## config.mk

```make
export PLATFORM = sky130hd
export DESIGN_NAME = dma_prio_arbiter
export DESIGN_NICKNAME = d
export VERILOG_FILES = /design/src/rtl/dma_prio_arbiter.sv
export SDC_FILE = /design/constraint.sdc
export NUM_CORES = 1
export LEC_CHECK = 0
export BUFFER_PORTS_ARGS = -buffer_cell sky130_fd_sc_hd__buf_2
export CORE_MARGIN = 8
export CORE_UTILIZATION = 45
export DETAILED_ROUTE_END_ITERATION = 16
export GPL_TIMING_DRIVEN = 0
export PLACE_DENSITY = 0.73
export SYNTH_ARGS = -nofsm -noshare
export SYNTH_HDL_FRONTEND = slang
export SYNTH_SLANG_ARGS = --single-unit
```

## constraint.sdc

```tcl
create_clock -name clk -period 1.7 [get_ports clk]
set_input_delay 0.34 -clock clk [delete_from_list [all_inputs] [get_ports clk]]
set_output_delay 0.34 -clock clk [all_outputs]
set_load 0.1 [all_outputs]
```

## src/rtl/dma_prio_arbiter.sv

```systemverilog
module dma_prio_arbiter #(
  parameter int N_A = 7,
  parameter int N_B = 5,
  parameter int LW  = 2
) (
  input  logic                         clk,
  input  logic                         rst_n,
  input  logic [N_A-1:0]               req_a,
  input  logic [N_A-1:0]               en_a,
  input  logic [N_A*LW-1:0]            lvl_a,
  input  logic [N_B-1:0]               req_b,
  input  logic [N_B-1:0]               en_b,
  input  logic [N_B*LW-1:0]            lvl_b,
  input  logic                         beat_ack,
  output logic [N_A+N_B-1:0]           grant,
  output logic [$clog2(N_A+N_B)-1:0]   grant_idx,
  output logic                         grant_vld
);
  localparam int N  = N_A + N_B;
  localparam int IW = $clog2(N);

  logic [N-1:0]    elig;
  logic [N*LW-1:0] lvl_all;
  logic [IW-1:0]   best_idx;
  logic [LW-1:0]   best_lvl;
  logic            found;
  logic            arb_go;

  assign elig    = {req_b & en_b, req_a & en_a};
  assign lvl_all = {lvl_b, lvl_a};
  assign arb_go  = !grant_vld || beat_ack;

  // Scan from the top index down; ">=" lets a lower index take a tie.
  always_comb begin
    best_idx = '0;
    best_lvl = '0;
    found    = 1'b0;
    for (int i = N - 1; i >= 0; i--) begin
      if (elig[i] && (!found || lvl_all[i*LW +: LW] >= best_lvl)) begin
        best_idx = IW'(i);
        best_lvl = lvl_all[i*LW +: LW];
        found    = 1'b1;
      end
    end
  end

  always_ff @(posedge clk or negedge rst_n) begin
    if (!rst_n) begin
      grant     <= '0;
      grant_idx <= '0;
      grant_vld <= 1'b0;
    end else if (arb_go) begin
      grant_vld <= found;
      grant     <= found ? (N'(1) << best_idx) : '0;
      grant_idx <= found ? best_idx : '0;
    end
  end

  a_r1_onehot: assert property (@(posedge clk) disable iff (!rst_n)
    $onehot0(grant));
  a_r1_idx_match: assert property (@(posedge clk) disable iff (!rst_n)
    grant_vld |-> grant[grant_idx]);
  a_r1_idle_zero: assert property (@(posedge clk) disable iff (!rst_n)
    !grant_vld |-> (grant == '0 && grant_idx == '0));
  a_r7_hold: assert property (@(posedge clk) disable iff (!rst_n)
    (grant_vld && !beat_ack) |=> ($stable(grant) && $stable(grant_idx) && grant_vld));
  a_r5_eligible: assert property (@(posedge clk) disable iff (!rst_n)
    arb_go |=> ((grant & ~$past(elig)) == '0));
endmodule

```

## Word level (Yosys, flattened, before mapping)

Index checks and enable logic that the tools add are counted.

- Bits in registers: 17
- Output and inout port bits: 17
- Input port bits: 51
- Logic and storage cells: 89

- Reductions and logical operators: 35
- Shifts and indexed selects: 1
- Bitwise gates (word level): 2
- Order comparisons: 11
- Muxes and demuxes: 37

Operators by type and width:

| operator | number |
|---|---|
| $mux 4 | 13 |
| $ge 2x2->1 | 11 |
| $mux 2 | 11 |
| $logic_not 1->1 | 12 |
| $logic_or 1x1->1 | 12 |
| $mux 1 | 12 |
| $mux 12 | 1 |
| $shl 1x4->12 const A | 1 |
| $logic_and 1x1->1 | 11 |
| $and 7x7->7 | 1 |
| $and 5x5->5 | 1 |

## Longest topological paths before layout

- Depth after elaboration: 48
- Mapped depth: 74
- Gate-level depth less buffers: 73

## Worst setup path after synthesis

No wires, ideal clock.

- Path kind: input-to-reg
- Start: in lvl_b[8]
- End: reg grant[3]
- Setup time: 123 ps
- Arrival: 13,796 ps
- Path buffers: 1
- Setup slack: -12,219 ps
- Data required time: 1,577 ps
- Stages on the path: 68
- Cells stage by stage: and3_1 ha_1 nand2b_1 a211oi_1 o21ai_0 ha_1 nand2b_1 a211oi_1 or2_1 mux2_2 ha_1 nand2b_1 a211o_1 and2b_4 a211oi_4 a21oi_1 ha_1 a21oi_1 [... 32 more ...] o21bai_1 nand2_1 o21ai_0 o22ai_1 ha_1 nand2b_1 a21oi_1 a21oi_2 a22oi_1 o21ai_0 ha_1 inv_1 a21boi_0 o311a_1 or2_2 clkbuf_1 or4_1 a32o_1

- Longest elaborated chain between the ends: 47
- Elaborated cells on any way between the ends: 78
- Classes of those cells: order compare: 11; shift: 1; mux: 34; reduce/logical: 32

RTL lines:

| item | line | source |
|---|---|---|
| start, declared | 13 | `input logic [N_B*LW-1:0] lvl_b,` |
| $mux 2 (*) | 39 | `if (elig[i] && (!found \|\| lvl_all[i*LW +: LW] >= best_lvl)) begin` |
| $ge 2x2->1 | 39 |  |
| $logic_or 1x1->1 | 39 |  |
| $logic_and 1x1->1 | 39 |  |
| $mux 2 / $mux 1 (equally long branches) | 39 |  |
| $ge 2x2->1 / $logic_not 1->1 (equally long branches) | 39 |  |
| $logic_or 1x1->1 | 39 |  |
| $logic_and 1x1->1 | 39 |  |
| [... 31 more ...] | - |  |
| $logic_and 1x1->1 | 39 |  |
| $mux 2 / $mux 1 (equally long branches) | 39 |  |
| $ge 2x2->1 / $logic_not 1->1 (equally long branches) | 39 |  |
| $logic_or 1x1->1 | 39 |  |
| $logic_and 1x1->1 | 39 |  |
| $mux 4 | 39 |  |
| $shl 1x4->12 | 54 | `grant <= found ? (N'(1) << best_idx) : '0;` |
| $mux 12 (*) | 54 |  |
| end signal, assigned | 54 |  |
| end, declared | 15 | `output logic [N_A+N_B-1:0] grant,` |

Mark *: on every way between the ends. The rest lies on a longest branch, timed or not.
A chain may end at the register's enable or synchronous reset.

## Final worst setup path

- Start: in req_b[4]
- End: reg grant[3]

- Longest elaborated chain between the ends: 48
- Elaborated cells on any way between the ends: 82
- Classes of those cells: order compare: 11; shift: 1; mux: 36; bitwise: 1; reduce/logical: 33

RTL lines:

| item | line | source |
|---|---|---|
| start, declared | 11 | `input logic [N_B-1:0] req_b,` |
| $and 5x5->5 (*) | 29 | `assign elig = {req_b & en_b, req_a & en_a};` |
| $mux 2 / $mux 1 (equally long branches) | 39 |  |
| $ge 2x2->1 / $logic_not 1->1 (equally long branches) | 39 |  |
| $logic_or 1x1->1 | 39 |  |
| $logic_and 1x1->1 | 39 |  |
| $mux 2 / $mux 1 (equally long branches) | 39 |  |
| $ge 2x2->1 / $logic_not 1->1 (equally long branches) | 39 |  |
| $logic_or 1x1->1 | 39 |  |
| [... 32 more ...] | - |  |
| $logic_and 1x1->1 | 39 |  |
| $mux 2 / $mux 1 (equally long branches) | 39 |  |
| $ge 2x2->1 / $logic_not 1->1 (equally long branches) | 39 |  |
| $logic_or 1x1->1 | 39 |  |
| $logic_and 1x1->1 | 39 |  |
| $mux 4 | 39 |  |
| $shl 1x4->12 | 54 |  |
| $mux 12 (*) | 54 |  |

Marked as above.

==> flow_summary.toml <==
[yosys]
synth_edf_count = 0
synth.ff_latch_count = 17
asyncSetResetFlopFracSynth_pct = 100
synth.cell_area_sq_um = 2000
synth_warnings = 0
syn-num-nets = 312
synth_top_area_cell = "sky130_fd_sc_hd__dfrtp_1"
post_synth_inst_count = 243
ys_seq_area_share_pct = 21.3
yosysTopAreaCellShare_pct = 21.3
yosys.cell_types.count = 63
synth.avg_cell_area_sq_um = 8.22
prevailing_post_synth_register_cell = "sky130_fd_sc_hd__dfrtp_1"
synth_area_leaders = "sky130_fd_sc_hd__dfrtp_1 (21%), sky130_fd_sc_hd__ha_1 (11%), sky130_fd_sc_hd__a32o_1 (3.5%)"

[routing]
detail_route.wirelength_mm = 8.56
vias = 2703
drt_first_iter_violations = 173
drtAntennaViolNets = 0
wl_per_cell_um = 19.7
route.detailed.vias_per_inst = 6.23
remaining_drc_errors = 0
drt_pre_antenna_iters = 5

[setup_path]
capturing_element_type_of_the_critical_path = "flip-flop"
crit_path_start_kind = "input port"
path_delay_family = "compound AO/OA/AOI/OAI gates"
crit_buf_inv = 3
setup.reg_to_reg.worst_slack_ps = -110
critPathSlowestCell = "sky130_fd_sc_hd__or4_4"
crit_fanout = 8
path_class = "input port to flip-flop"
data_arrival_time_of_the_worst_path_ps = 13360
critical-path-top-cell-by-count = "sky130_fd_sc_hd__nand2b_4"
slowest_delay_ps = 430
r2r-start = "grant_vld$_DFFE_PN0P_"
start_point_of_the_critical_path = "req_b[4]"
worst_path_required_ps = 1860

[power]
vdd_ir_drop_max_mv = 0.420
powerDensity_nw_per_um2 = 821
total_leakage_power_nw = 1.67

[clock_tree]
clock_insertion_delay_worst_skew_ps = 260
clock_tree.buffer_depth = 2
clock_tree_root = "sky130_fd_sc_hd__clkbuf_8"
cts.reportedPaths.clkPinSlew_ps = 70
cts_num_sinks = 17
cts-htree-levels = 1
cts_inserted_buffers = 3
clock_tree_from_tritoncts = "built"

[timing]
hold_slack_ps = 466
finalClockSkew_ps = 7.80
setup_viol = 17
fmax_mhz = 75.7
fin_tns_setup_ps = -183330
hold_viol = 0
timing_worst_slew_pin_value_ps = 538
setup_repair_after_global_routing_missed_its_margin = "true"
setup_slack_ps = -11500
finalCritPeriodShare_pct = 777
report.final.slew_viol_count = 0
relSlewSlack_pct = 63.9
finalWorstPathRequiredPeriod_ps = 13200

[global_route]
grt_pass1_vias = 2536
track_usage_pct = 20.0
grt_start_max_net_pins = 18
grt_antenna_before_repair = 0
grt_first_pass_wirelength_mm = 11.0
grt_remaining_overflow = 0

[place]
dp.final_hpwl_mm = 4.56
port_buffers = 66
gp_routability_congestion = 0.824
postPlaceCellArea_sq_um = 2640
dp_slack_ps = -12390

[floorplan]
num_io_pins = 68
start_util_pct = 46.2
core.rowCount = 24
die_width_um = 82.6
die-area_sq_um = 6830
die_h_um = 82.6
design.core.area_sq_um = 4320

[layout]
area_delta_synth_final_pct = 77.4
fillCellCount = 239
antenna_cells_inserted = 0
finish.net_count = 452
final_util_pct = 81.9
fin_area_sq_um = 3540
drive_gt1_share_pct = 58.1

[job]
maxCapViolations = 0

[hold_path]
hp-class = "input port to flip-flop"
hold_start = "en_a[0]"

[status]
failed_checks = "setup timing"
status = "complete, but fails checks"
==> cells by family (layout without fill, tap and decap cells) <==
| logic type | count (synthesis) | after routing | synth area share [%] |
|---|---|---|---|
| multiplexers | 4 | 4 | 2.19 |
| adder cells (fa/ha/maj) | 20 | 20 | 12.3 |
| flip-flops | 17 | 17 | 21.3 |
| buffers and inverters | 22 | 161 | 4.32 |
| AO/OA/AOI/OAI | 93 | 93 | 36.7 |
| AND/OR/NAND/NOR | 87 | 87 | 23.1 |
==> final cells by class <==
| cell class | instances | area [sq um] | area share [%] |
|---|---|---|---|
| buffer | 5 | 26.3 | 0.742 |
| clock buffer | 3 | 41.3 | 1.17 |
| clock inverter | 1 | 7.51 | 0.212 |
| inverter | 16 | 60.1 | 1.69 |
| multi-input combinational | 204 | 1990 | 56.2 |
| sequential | 17 | 425 | 12.0 |
| tap | 52 | 65.1 | 1.84 |
| timing repair buffer | 136 | 926 | 26.1 |
==> per-stage QoR <==
stage | total power [mW] | instances
finish | 2.91 | 434
global placement | 1.99 | 361
CTS | 2.63 | 415
detailed placement | 2.02 | 361
global route | 3.04 | 434
floorplan | 1.72 | 243
==> power by group <==
| part | switching (mW) | leakage, nW | internal (mW) | total [mW] |
|---|---|---|---|---|
| Combinational | 1.26 | 1.43 | 0.837 | 2.10 |
| Clock | 0.148 | 0.0217 | 0.166 | 0.314 |
| Sequential | 0.0316 | 0.224 | 0.466 | 0.497 |
==> state kept, by name, summed over array words and instances (netlist names) <==
signal	flops
grant_idx	4
grant	12
grant_vld	1
==> metal layers <==
metal  vias up  global-route usage, %  part of all wire (%)
met1      1293                   25.0                    40
met4         0                   8.97                   4.1
li1       1215                      -                     -
met3        37                   1.73                   7.8
met2       158                   34.3                    48
met5         -                      0                     0
==> path summary, 6_finish.rpt <==
kind | end | depth (start not counted)
max | grant[3]$_DFFE_PN0P_ | 69
min | grant_vld$_DFFE_PN0P_ | 4
max reg2reg | grant[9]$_DFFE_PN0P_ | 5
min reg2reg | grant_idx[3]$_DFFE_PN0P_ | 1
max in group asynchronous | grant_idx[0]$_DFFE_PN0P_ | 2
min in group asynchronous | grant[2]$_DFFE_PN0P_ | 2
==> cells in the final DEF (no fill, tap or decap), drive strengths merged, types with 3 or more instances in the layout <==
| master | n |
|---|---|
| ha | 18 |
| nor2 | 18 |
| nand2 | 18 |
| nand3 | 12 |
| nand2b | 11 |
| a21o | 5 |
| nand4 | 3 |
| a31oi | 6 |
| and2 | 3 |
| clkbuf | 7 |
| a21oi | 15 |
| a22oi | 4 |
| a22o | 6 |
| a32o | 7 |
| o211ai | 3 |
| buf | 136 |
| o21ai | 16 |
| a211oi | 4 |
| dfrtp | 17 |
| and4 | 3 |
| inv | 16 |
| or2 | 4 |
| mux2 | 3 |
| a21boi | 3 |
| o22ai | 4 |
| nor2b | 5 |
==> cells in the mapped netlist, types with 2 or more instances <==
| master | number |
|---|---|
| sky130_fd_sc_hd__nor2b_1 | 5 |
| sky130_fd_sc_hd__o311a_1 | 2 |
| sky130_fd_sc_hd__a22oi_1 | 4 |
| sky130_fd_sc_hd__a211oi_1 | 3 |
| sky130_fd_sc_hd__mux2_2 | 3 |
| sky130_fd_sc_hd__nor3b_1 | 2 |
| sky130_fd_sc_hd__a21o_1 | 5 |
| sky130_fd_sc_hd__a21oi_1 | 13 |
| sky130_fd_sc_hd__a22o_1 | 6 |
| sky130_fd_sc_hd__clkbuf_1 | 5 |
| sky130_fd_sc_hd__nor3_1 | 2 |
| sky130_fd_sc_hd__nand4_1 | 3 |
| sky130_fd_sc_hd__a31oi_2 | 3 |
| sky130_fd_sc_hd__o211ai_1 | 3 |
| sky130_fd_sc_hd__o22a_1 | 2 |
| sky130_fd_sc_hd__nand3_1 | 12 |
| sky130_fd_sc_hd__inv_1 | 16 |
| sky130_fd_sc_hd__and3_1 | 2 |
| sky130_fd_sc_hd__o31a_1 | 2 |
| sky130_fd_sc_hd__a21boi_0 | 3 |
| sky130_fd_sc_hd__nor2_1 | 18 |
| sky130_fd_sc_hd__o21ai_0 | 14 |
| sky130_fd_sc_hd__dfrtp_1 | 17 |
| sky130_fd_sc_hd__a32o_1 | 7 |
| sky130_fd_sc_hd__and2_1 | 2 |
| sky130_fd_sc_hd__and4_1 | 3 |
| sky130_fd_sc_hd__nand2_1 | 18 |
| sky130_fd_sc_hd__ha_1 | 18 |
| sky130_fd_sc_hd__a31oi_1 | 3 |
| sky130_fd_sc_hd__o21a_1 | 2 |
| sky130_fd_sc_hd__o22ai_1 | 3 |
| sky130_fd_sc_hd__nand2b_1 | 11 |
==> repair_timing <==
item | CTS | global route
buffers inserted | 49 | 21
pin swaps | 36 | 42
resized for setup | 34 | 31
setup endpoints to repair | 17 | 17
cloned | 0 | 0
hold buffers | 1 | 0
hold endpoints to repair | 17 | 0
==> worst min-delay path, cell delays in order <==
cell,delay [ps]
sky130_fd_sc_hd__buf_2,110
sky130_fd_sc_hd__a21boi_4,60
sky130_fd_sc_hd__buf_6,120
sky130_fd_sc_hd__nand2b_1,60
No activity file was read; power rests on OpenSTA's default activity.
